===== src/rtl/lock_pkg.sv =====
package lock_pkg;

    typedef enum logic [2:0] {
        ST_IDLE  = 3'd0,
        ST_OK1   = 3'd1,
        ST_OK2   = 3'd2,
        ST_BAD1  = 3'd3,
        ST_BAD2  = 3'd4,
        ST_GRANT = 3'd5,
        ST_DENY  = 3'd6
    } lock_state_e;

    typedef struct packed {
        lock_state_e state;
    } lock_regs_t;

    localparam lock_regs_t LOCK_RESET = '{state: ST_IDLE};

endpackage


===== src/rtl/lock_key_decode.sv =====
module lock_key_decode (
    input  logic key_valid,
    input  logic key_is_a,
    input  logic key_is_b,
    output logic hit_a,
    output logic hit_b
);
    logic single_line;

    always_comb begin
        single_line = key_is_a ^ key_is_b;
        hit_a       = key_valid && single_line && key_is_a;
        hit_b       = key_valid && single_line && key_is_b;
    end
endmodule


===== src/rtl/lock_next_state.sv =====
module lock_next_state
    import lock_pkg::*;
(
    input  lock_regs_t cur_q,
    input  logic       hit_a,
    input  logic       hit_b,
    output lock_regs_t nxt_d
);
    logic any_hit;

    always_comb begin
        any_hit = hit_a || hit_b;
        nxt_d   = cur_q;
        case (cur_q.state)
            ST_IDLE: begin
                if (hit_b)      nxt_d.state = ST_OK1;
                else if (hit_a) nxt_d.state = ST_BAD1;
            end
            ST_OK1: begin
                if (hit_a)      nxt_d.state = ST_OK2;
                else if (hit_b) nxt_d.state = ST_BAD2;
            end
            ST_OK2: begin
                if (hit_b)      nxt_d.state = ST_GRANT;
                else if (hit_a) nxt_d.state = ST_DENY;
            end
            ST_BAD1: begin
                if (any_hit) nxt_d.state = ST_BAD2;
            end
            ST_BAD2: begin
                if (any_hit) nxt_d.state = ST_DENY;
            end
            ST_GRANT, ST_DENY: nxt_d.state = ST_IDLE;
            default:           nxt_d.state = ST_IDLE;
        endcase
    end
endmodule


===== src/rtl/lock_output_decode.sv =====
module lock_output_decode
    import lock_pkg::*;
#(
    parameter int COUNT_W = 4
) (
    input  lock_regs_t         cur_q,
    output logic               release_pulse,
    output logic [COUNT_W-1:0] keys_shown
);
    always_comb begin
        release_pulse = (cur_q.state == ST_GRANT);
        case (cur_q.state)
            ST_OK1, ST_BAD1:   keys_shown = COUNT_W'(1);
            ST_OK2, ST_BAD2:   keys_shown = COUNT_W'(2);
            ST_GRANT, ST_DENY: keys_shown = COUNT_W'(3);
            default:           keys_shown = '0;
        endcase
    end
endmodule


===== src/rtl/code_lock_fsm.sv =====
module code_lock_fsm
    import lock_pkg::*;
#(
    parameter int COUNT_W = 4
) (
    input  logic               clk,
    input  logic               rst,
    input  logic               key_valid,
    input  logic               key_is_a,
    input  logic               key_is_b,
    output logic               release_pulse,
    output logic [COUNT_W-1:0] keys_shown
);
    lock_regs_t regs_q;
    lock_regs_t regs_d;
    lock_regs_t step_d;
    logic       hit_a;
    logic       hit_b;

    lock_key_decode i_decode (
        .key_valid (key_valid),
        .key_is_a  (key_is_a),
        .key_is_b  (key_is_b),
        .hit_a     (hit_a),
        .hit_b     (hit_b)
    );

    lock_next_state i_next (
        .cur_q (regs_q),
        .hit_a (hit_a),
        .hit_b (hit_b),
        .nxt_d (step_d)
    );

    always_comb begin
        regs_d = rst ? LOCK_RESET : step_d;
    end

    always_ff @(posedge clk) begin
        regs_q <= regs_d;
    end

    lock_output_decode #(.COUNT_W(COUNT_W)) i_out (
        .cur_q         (regs_q),
        .release_pulse (release_pulse),
        .keys_shown    (keys_shown)
    );
endmodule


===== config.mk =====
export PLATFORM = sky130hd
export DESIGN_NAME = code_lock_fsm
export DESIGN_NICKNAME = d
export VERILOG_FILES = /design/src/rtl/lock_pkg.sv /design/src/rtl/lock_key_decode.sv /design/src/rtl/lock_next_state.sv /design/src/rtl/lock_output_decode.sv /design/src/rtl/code_lock_fsm.sv
export SDC_FILE = /design/constraint.sdc
export NUM_CORES = 1
export LEC_CHECK = 0
export BUFFER_PORTS_ARGS = -buffer_cell sky130_fd_sc_hd__buf_4
export CELL_PAD_IN_SITES_DETAIL_PLACEMENT = 0
export CELL_PAD_IN_SITES_GLOBAL_PLACEMENT = 2
export CORE_MARGIN = 8
export CORE_UTILIZATION = 21
export DETAILED_ROUTE_END_ITERATION = 8
export GPL_TIMING_DRIVEN = 0
export HOLD_SLACK_MARGIN = 0.02
export PLACE_DENSITY_LB_ADDON = 0.1
export SYNTH_ARGS = -nofsm -noshare
export SYNTH_HDL_FRONTEND = slang
export SYNTH_SLANG_ARGS = --single-unit
export TNS_END_PERCENT = 1

===== constraint.sdc =====
create_clock -name clk -period 1 [get_ports clk]
set_input_delay 0.05 -clock clk [delete_from_list [all_inputs] [get_ports clk]]
set_output_delay 0.05 -clock clk [all_outputs]
set_load 0.02 [all_outputs]

==> metrics.yaml, run 1 <==
cells_and_area:
  nets: 55
  synthToLayoutAreaGrowth_pct: 67.6
  antenna_cells: 0
  final_cell_mix: "11 x buf_4, 3 x inv_1, 3 x clkbuf_4"
  drive_gt1_share_pct: 53.1
  regMostFlops: "regs_q"
  nFillCells: 138
  multiInputGateArea_um2: 233
  final_common_cell: "buf_4"
  seq_area_um2: 67.6
  largest_reg_flops: 3
  final_util_pct: 37.2
  reg.largest.list: "regs_q x3"
detailed_routing:
  drt_pass1_iterations: 4
  routedWlPerCell_um: 12.4
  postRouteAntennaNets: 0
  drcViolationCount: 0
  vias_per_cell: 4.59
  wirelength_um: 796
  num_vias: 294
  drtIter0Drc: 11
logic_synthesis:
  synth_area_um2: 282
  ys_seq_area_share_pct: 21.3
  yosysTopAreaCell: "dfxtp_1"
  synth_top_area_share_pct: 21.3
  synth_cell_types: 24
  yosys_warnings: 0
  postSynthCellCount: 33
  synth-seq-cells: 3
  avgSynthCellArea_um2: 8.53
  netlist_top_cells_area: "dfxtp_1 21%, buf_4 8.0%, nor4bb_1 7.1%"
global_routing:
  grt_max_degree: 9
  grt_pass1_wl_um: 1350
  grt.overflow.total: 0
  gr-usage-all-layers_pct: 6.57
  grt_pass1_vias: 297
  antenna_found_initial: 0
timing:
  fin_worst_skew_ns: 0.00174
  final_max_slew_viol_count: 0
  min_period_ns: 1.13
  hold-worst-slack_ns: 0.0296
  finalWorstSetupSlack_ns: -0.127
  rsz0062_at_grt: "true"
  hold_violations: 0
  max_freq_ghz: 0.887
  post-route-period-util_pct: 113
  finalSetupViolations: 5
  setup_tns_ns: -0.552
outcome:
  violations: "negative setup slack"
  status: "finished, violations left"
hold_path:
  holdCritStartpoint: "rst"
  hold_end: "regs_q[2]"
  hold_class: "in -> reg"
  hold_path_depth: 2
floorplanning:
  start_util_pct: 22.2
  die_h_um: 52.6
  die_area_um2: 2770
  core-area_um2: 1270
  io_pins: 10
  chipWidth_um: 52.6
  rows: 13
power:
  peakVddDrop_uv: 404
  total_power_mw: 0.555
  switchingPower_mw: 0.172
  p_clk_share_pct: 38.9
  combPwrFrac_pct: 34.8
  power_leakage_nw: 0.207
  powerDensity_nw_per_um2: 1180
  seqPwrFrac_pct: 26.3
  sw_frac_of_total_pct: 30.9
  p_int_mw: 0.383
worst_setup_path:
  cp.arrival_ns: 1.26
  end_kind: "flop"
  worstPathMaxFanout: 6
  r2r_cells: 4
  cp_data_required_time_ns: 1.13
  timing.rr.start: "regs_q[0]"
  worstSetupPathType: "reg -> reg"
  startpoint: "regs_q[0]"
  r2r_setup_slack_ns: -0.13
  start_kind: "flop"
  regToRegEndpoint: "regs_q[0]"
cts:
  clock_sinks: 3
  clock_path_buffers: 2
  numCtsBuffers: 3
  clock-root-buffer: "clkbuf_4"
  worst_skew_pair.late_latency_ns: 0.24
  cts_tree: "yes"
  path_clk_slew_ns: 0.04
  cts.htree.levels: 1
place:
  portBuffers: 7
  globalplace.congestion: 0.710
flow_run:
  maxCapViolations: 0
[per-layer routing]
layer / vias up / GRT usage (%) / share of wire (%)
met1: 132 / 8.44 / 48
met5: - / 0 / 0
li1: 153 / - / -
met3: 0 / 4.55 / 7.2
met4: 0 / 1.29 / 0
met2: 9 / 8.70 / 45
[critical path: stages, from the launching register on]
cell and delay [ns]:
dfxtp_1 0.30, buf_6 0.13, buf_4 0.14, and3_4 0.14, a2111oi_2 0.32
[Yosys cell counts]
cell	number
nor3b_2	1
or3b_1	1
o32ai_1	1
o41ai_1	1
nand2_1	2
nand4b_1	1
xor2_1	1
o21ai_0	1
nor4bb_1	2
inv_1	3
a2111oi_2	1
o21ai_1	1
a31oi_1	1
conb_1	1
nand2b_1	1
a211o_1	1
nor2_1	1
and3_4	1
and2b_1	1
buf_4	3
nor3b_1	2
dfxtp_1	3
a22oi_1	1
xnor2_1	1
[power by group through the flow]
stage	clock network [mW]	logic (mW)	registers, mW
after global placement	0	0.140	0.149
after detailed placement	0	0.142	0.149
after CTS	0.222	0.188	0.144
final	0.216	0.193	0.146
after floorplan	0	0.0936	0.144
after global routing	0.244	0.209	0.148
[timing repair]
action / in CTS / in global routing
setup endpoints to repair: 5 / 6
hold buffers: 1 / 0
gates resized for setup: 11 / 3
setup buffers: 3 / 0
endpoints found under the hold margin: 2 / 0
pin swaps: 2 / 2
[how the worst max path moves through the flow]
stage	end	cells past startpoint
3_3_place_gp	regs_q[1]	3
6_report	regs_q[0]	4
5_1_grt	keys_shown[0]	4
2_1_floorplan	regs_q[1]	3
3_5_place_dp	regs_q[1]	3
4_1_cts	regs_q[0]	4
[final cells by class]
type / count / area share [%]
Sequential cell: 3 / 14.3
Buffer: 3 / 5.57
Inverter: 3 / 2.39
Clock buffer: 4 / 5.57
Multi-Input combinational cell: 25 / 49.3
Timing Repair Buffer: 11 / 18.8
Tap cell: 15 / 3.98
[kinds of logic after synthesis]
group                     Yosys count  share of synthesized area, %
buffers and inverters               6                          12.0
other                               1                          1.33
and+or+nand+nor                    13                          36.0
xor gates and xnor gates            2                          6.22
AOI/OAI and AO/OA                   8                          23.1
DFF                                 3                          21.3
[per-stage QoR]
| step | worst slack, ns | std cells | cell area [µm²] |
|---|---|---|---|
| 3_5_place_dp | -0.180 | 56 | 359 |
| 5_1_grt | -0.201 | 64 | 472 |
| 3_3_place_gp | -0.174 | 56 | 359 |
| 2_1_floorplan | -0.0256 | 34 | 288 |
| 6_report | -0.127 | 64 | 472 |
| 4_1_cts | -0.122 | 64 | 458 |
Note: power is estimated with default switching activity, not from simulation.
==> run 2, diff against run 1 <==
Settings changed: CORE_AREA set to 8 8 45 47, CORE_MARGIN 8 to unset, CORE_UTILIZATION 21 to unset, DIE_AREA set to 0 0 53 55.
Clock period 1 ns to 1.45 ns, I/O delays scaled along.
==> run 2 against run 1 <==
Compared with the run above:
- the flow now finishes without violations
- wire length shrank 11%
- non-clock buffer count shrank 4
- cell count shrank 4.7%
- critical endpoint is now keys_shown[1]
- highest routed layer unchanged
==> metrics.yaml, run 2 (same netlist as run 1, synthesis figures left out) <==
outcome:
  status: "complete, no violations"
floorplanning:
  rows: 14  # +1
  io_pins: 10  # unchanged
  start_util_pct: 20.3  # -1.8 points
  core-area_um2: 1380  # +9.1%
  die_h_um: 55  # +4.5%
  chipWidth_um: 53  # +0.73%
  die_area_um2: 2920  # +5.3%
global_routing:
  grt_pass1_vias: 243  # -18%
  antenna_found_initial: 0  # unchanged
  gr-usage-all-layers_pct: 5.46  # -1.1 points
  grt.overflow.total: 0  # unchanged
  grt_max_degree: 10  # +1
  grt_pass1_wl_um: 1190  # -12%
cells_and_area:
  largest_reg_flops: 3  # unchanged
  synthToLayoutAreaGrowth_pct: 36.4
  reg.largest.list: "regs_q x3"
  multiInputGateArea_um2: 191  # -18%
  nFillCells: 157  # +14%
  final_cell_mix: "10 x buf_4, 3 x inv_1, 3 x clkbuf_4, 3 x dfxtp_1"
  antenna_cells: 0  # unchanged
  drive_gt1_share_pct: 35.6  # -18 points
  nets: 51  # -7.3%
  fin_cells: 61  # -4.7%
  regMostFlops: "regs_q"
  final_common_cell: "buf_4"
  seq_area_um2: 60.1  # -11%
  stdcell_area_um2: 384  # -19%
place:
  portBuffers: 7  # unchanged
  globalplace.congestion: 0.648  # -8.8%
  dp_slack_ns: 0.220  # +0.401 ns
  place_hpwl_um: 537
  dp_cells: 57  # +1.8%
  dpl_cell_area_um2: 358  # -0.35%
detailed_routing:
  wirelength_um: 712  # -11%
  drcViolationCount: 0  # unchanged
  routedWlPerCell_um: 11.7  # -6.2%
  drt_pass1_iterations: 4  # unchanged
  vias_per_cell: 4.51  # -1.9%
  drtIter0Drc: 6  # -5
  num_vias: 275  # -6.5%
  postRouteAntennaNets: 0  # unchanged
timing:
  min_period_ns: 1.26
  post-route-period-util_pct: 86.7
  final_max_slew_viol_count: 0  # unchanged
  max_freq_ghz: 0.796
  fin_worst_skew_ns: 0.00132  # -0.000416 ns
  setup_tns_ns: 0  # +0.552 ns
  finalSetupViolations: 0  # -5
  rsz0062_at_grt: "false"
  finalWorstSetupSlack_ns: 0.193  # +0.320 ns
  hold_violations: 0  # unchanged
  hold-worst-slack_ns: 0.0296  # +0.0000176 ns
cts:
  clock_sinks: 3  # unchanged
  cts_tree: "yes"
  cts-resized-gates: 0  # -11
  path_clk_slew_ns: 0.04  # about the same
  cts.htree.levels: 1  # unchanged
  postCtsHoldBufs: 0  # -1
  numCtsBuffers: 3  # unchanged
  worst_skew_pair.late_latency_ns: 0.23  # about the same
  clock_path_buffers: 2  # unchanged
  clock-root-buffer: "clkbuf_4"
  cts_setup_buffers: 0  # -3
worst_setup_path:
  cp.arrival_ns: 1.18  # -0.08 ns
  cp_data_required_time_ns: 1.38  # +0.25 ns
  end_kind: "output pin"
  start_kind: "flop"
  worstSetupPathType: "reg -> out"
  worstPathMaxFanout: 9  # +3
power:
  powerDensity_nw_per_um2: 899  # -24%
  power_leakage_nw: 0.157  # -24%
  peakVddDrop_uv: 251  # -38%
hold_path:
  hold_class: "in -> reg"
flow_run:
  maxCapViolations: 0  # unchanged
## run 2: worst paths after layout
check                  from            end  slack (ns)  cells after the start
hold / removal          rst      regs_q[0]        0.03                      2
hold reg to reg   regs_q[2]      regs_q[0]        0.61                      1
setup reg to reg  regs_q[1]      regs_q[1]        0.21                      3
setup / recovery  regs_q[1]  keys_shown[1]        0.19                      3
## run 2: final cells by class
class,instances,share of cell area [%]
Buffer,3,5.86
Clock buffer,4,6.84
Inverter,3,2.93
Multi-Input combinational cell,25,49.8
Sequential cell,3,15.6
Tap cell,16,5.21
Timing Repair Buffer,7,13.7
## run 2: metrics by stage
stage | util, % | power [mW]
2_1_floorplan | - | 0.163
3_3_place_gp | 25.9 | 0.199
3_5_place_dp | 25.9 | 0.199
4_1_cts | 27.8 | 0.352
5_1_grt | 27.8 | 0.372
6_report | 27.8 | 0.345
## run 2: layer usage
| metal | track usage [%] | part of all wire (%) |
|---|---|---|
| met3 | 4.01 | 11 |
| met2 | 7.42 | 38 |
| met1 | 7.12 | 51 |
| met4 | 0 | 0 |
| met5 | 0 | 0 |
## run 2: worst max-delay path: stages, from the launching register on
cell and delay (ns):
dfxtp_1 0.48, nand2b_1 0.21, o21ai_0 0.10, buf_4 0.16
## run 2: power breakdown
part | internal (mW) | leakage, nW | switching (mW) | total, mW
Combinational | 0.0482 | 0.117 | 0.0490 | 0.0973
Sequential | 0.0898 | 0.0246 | 0.0105 | 0.100
Clock | 0.103 | 0.0150 | 0.0445 | 0.148
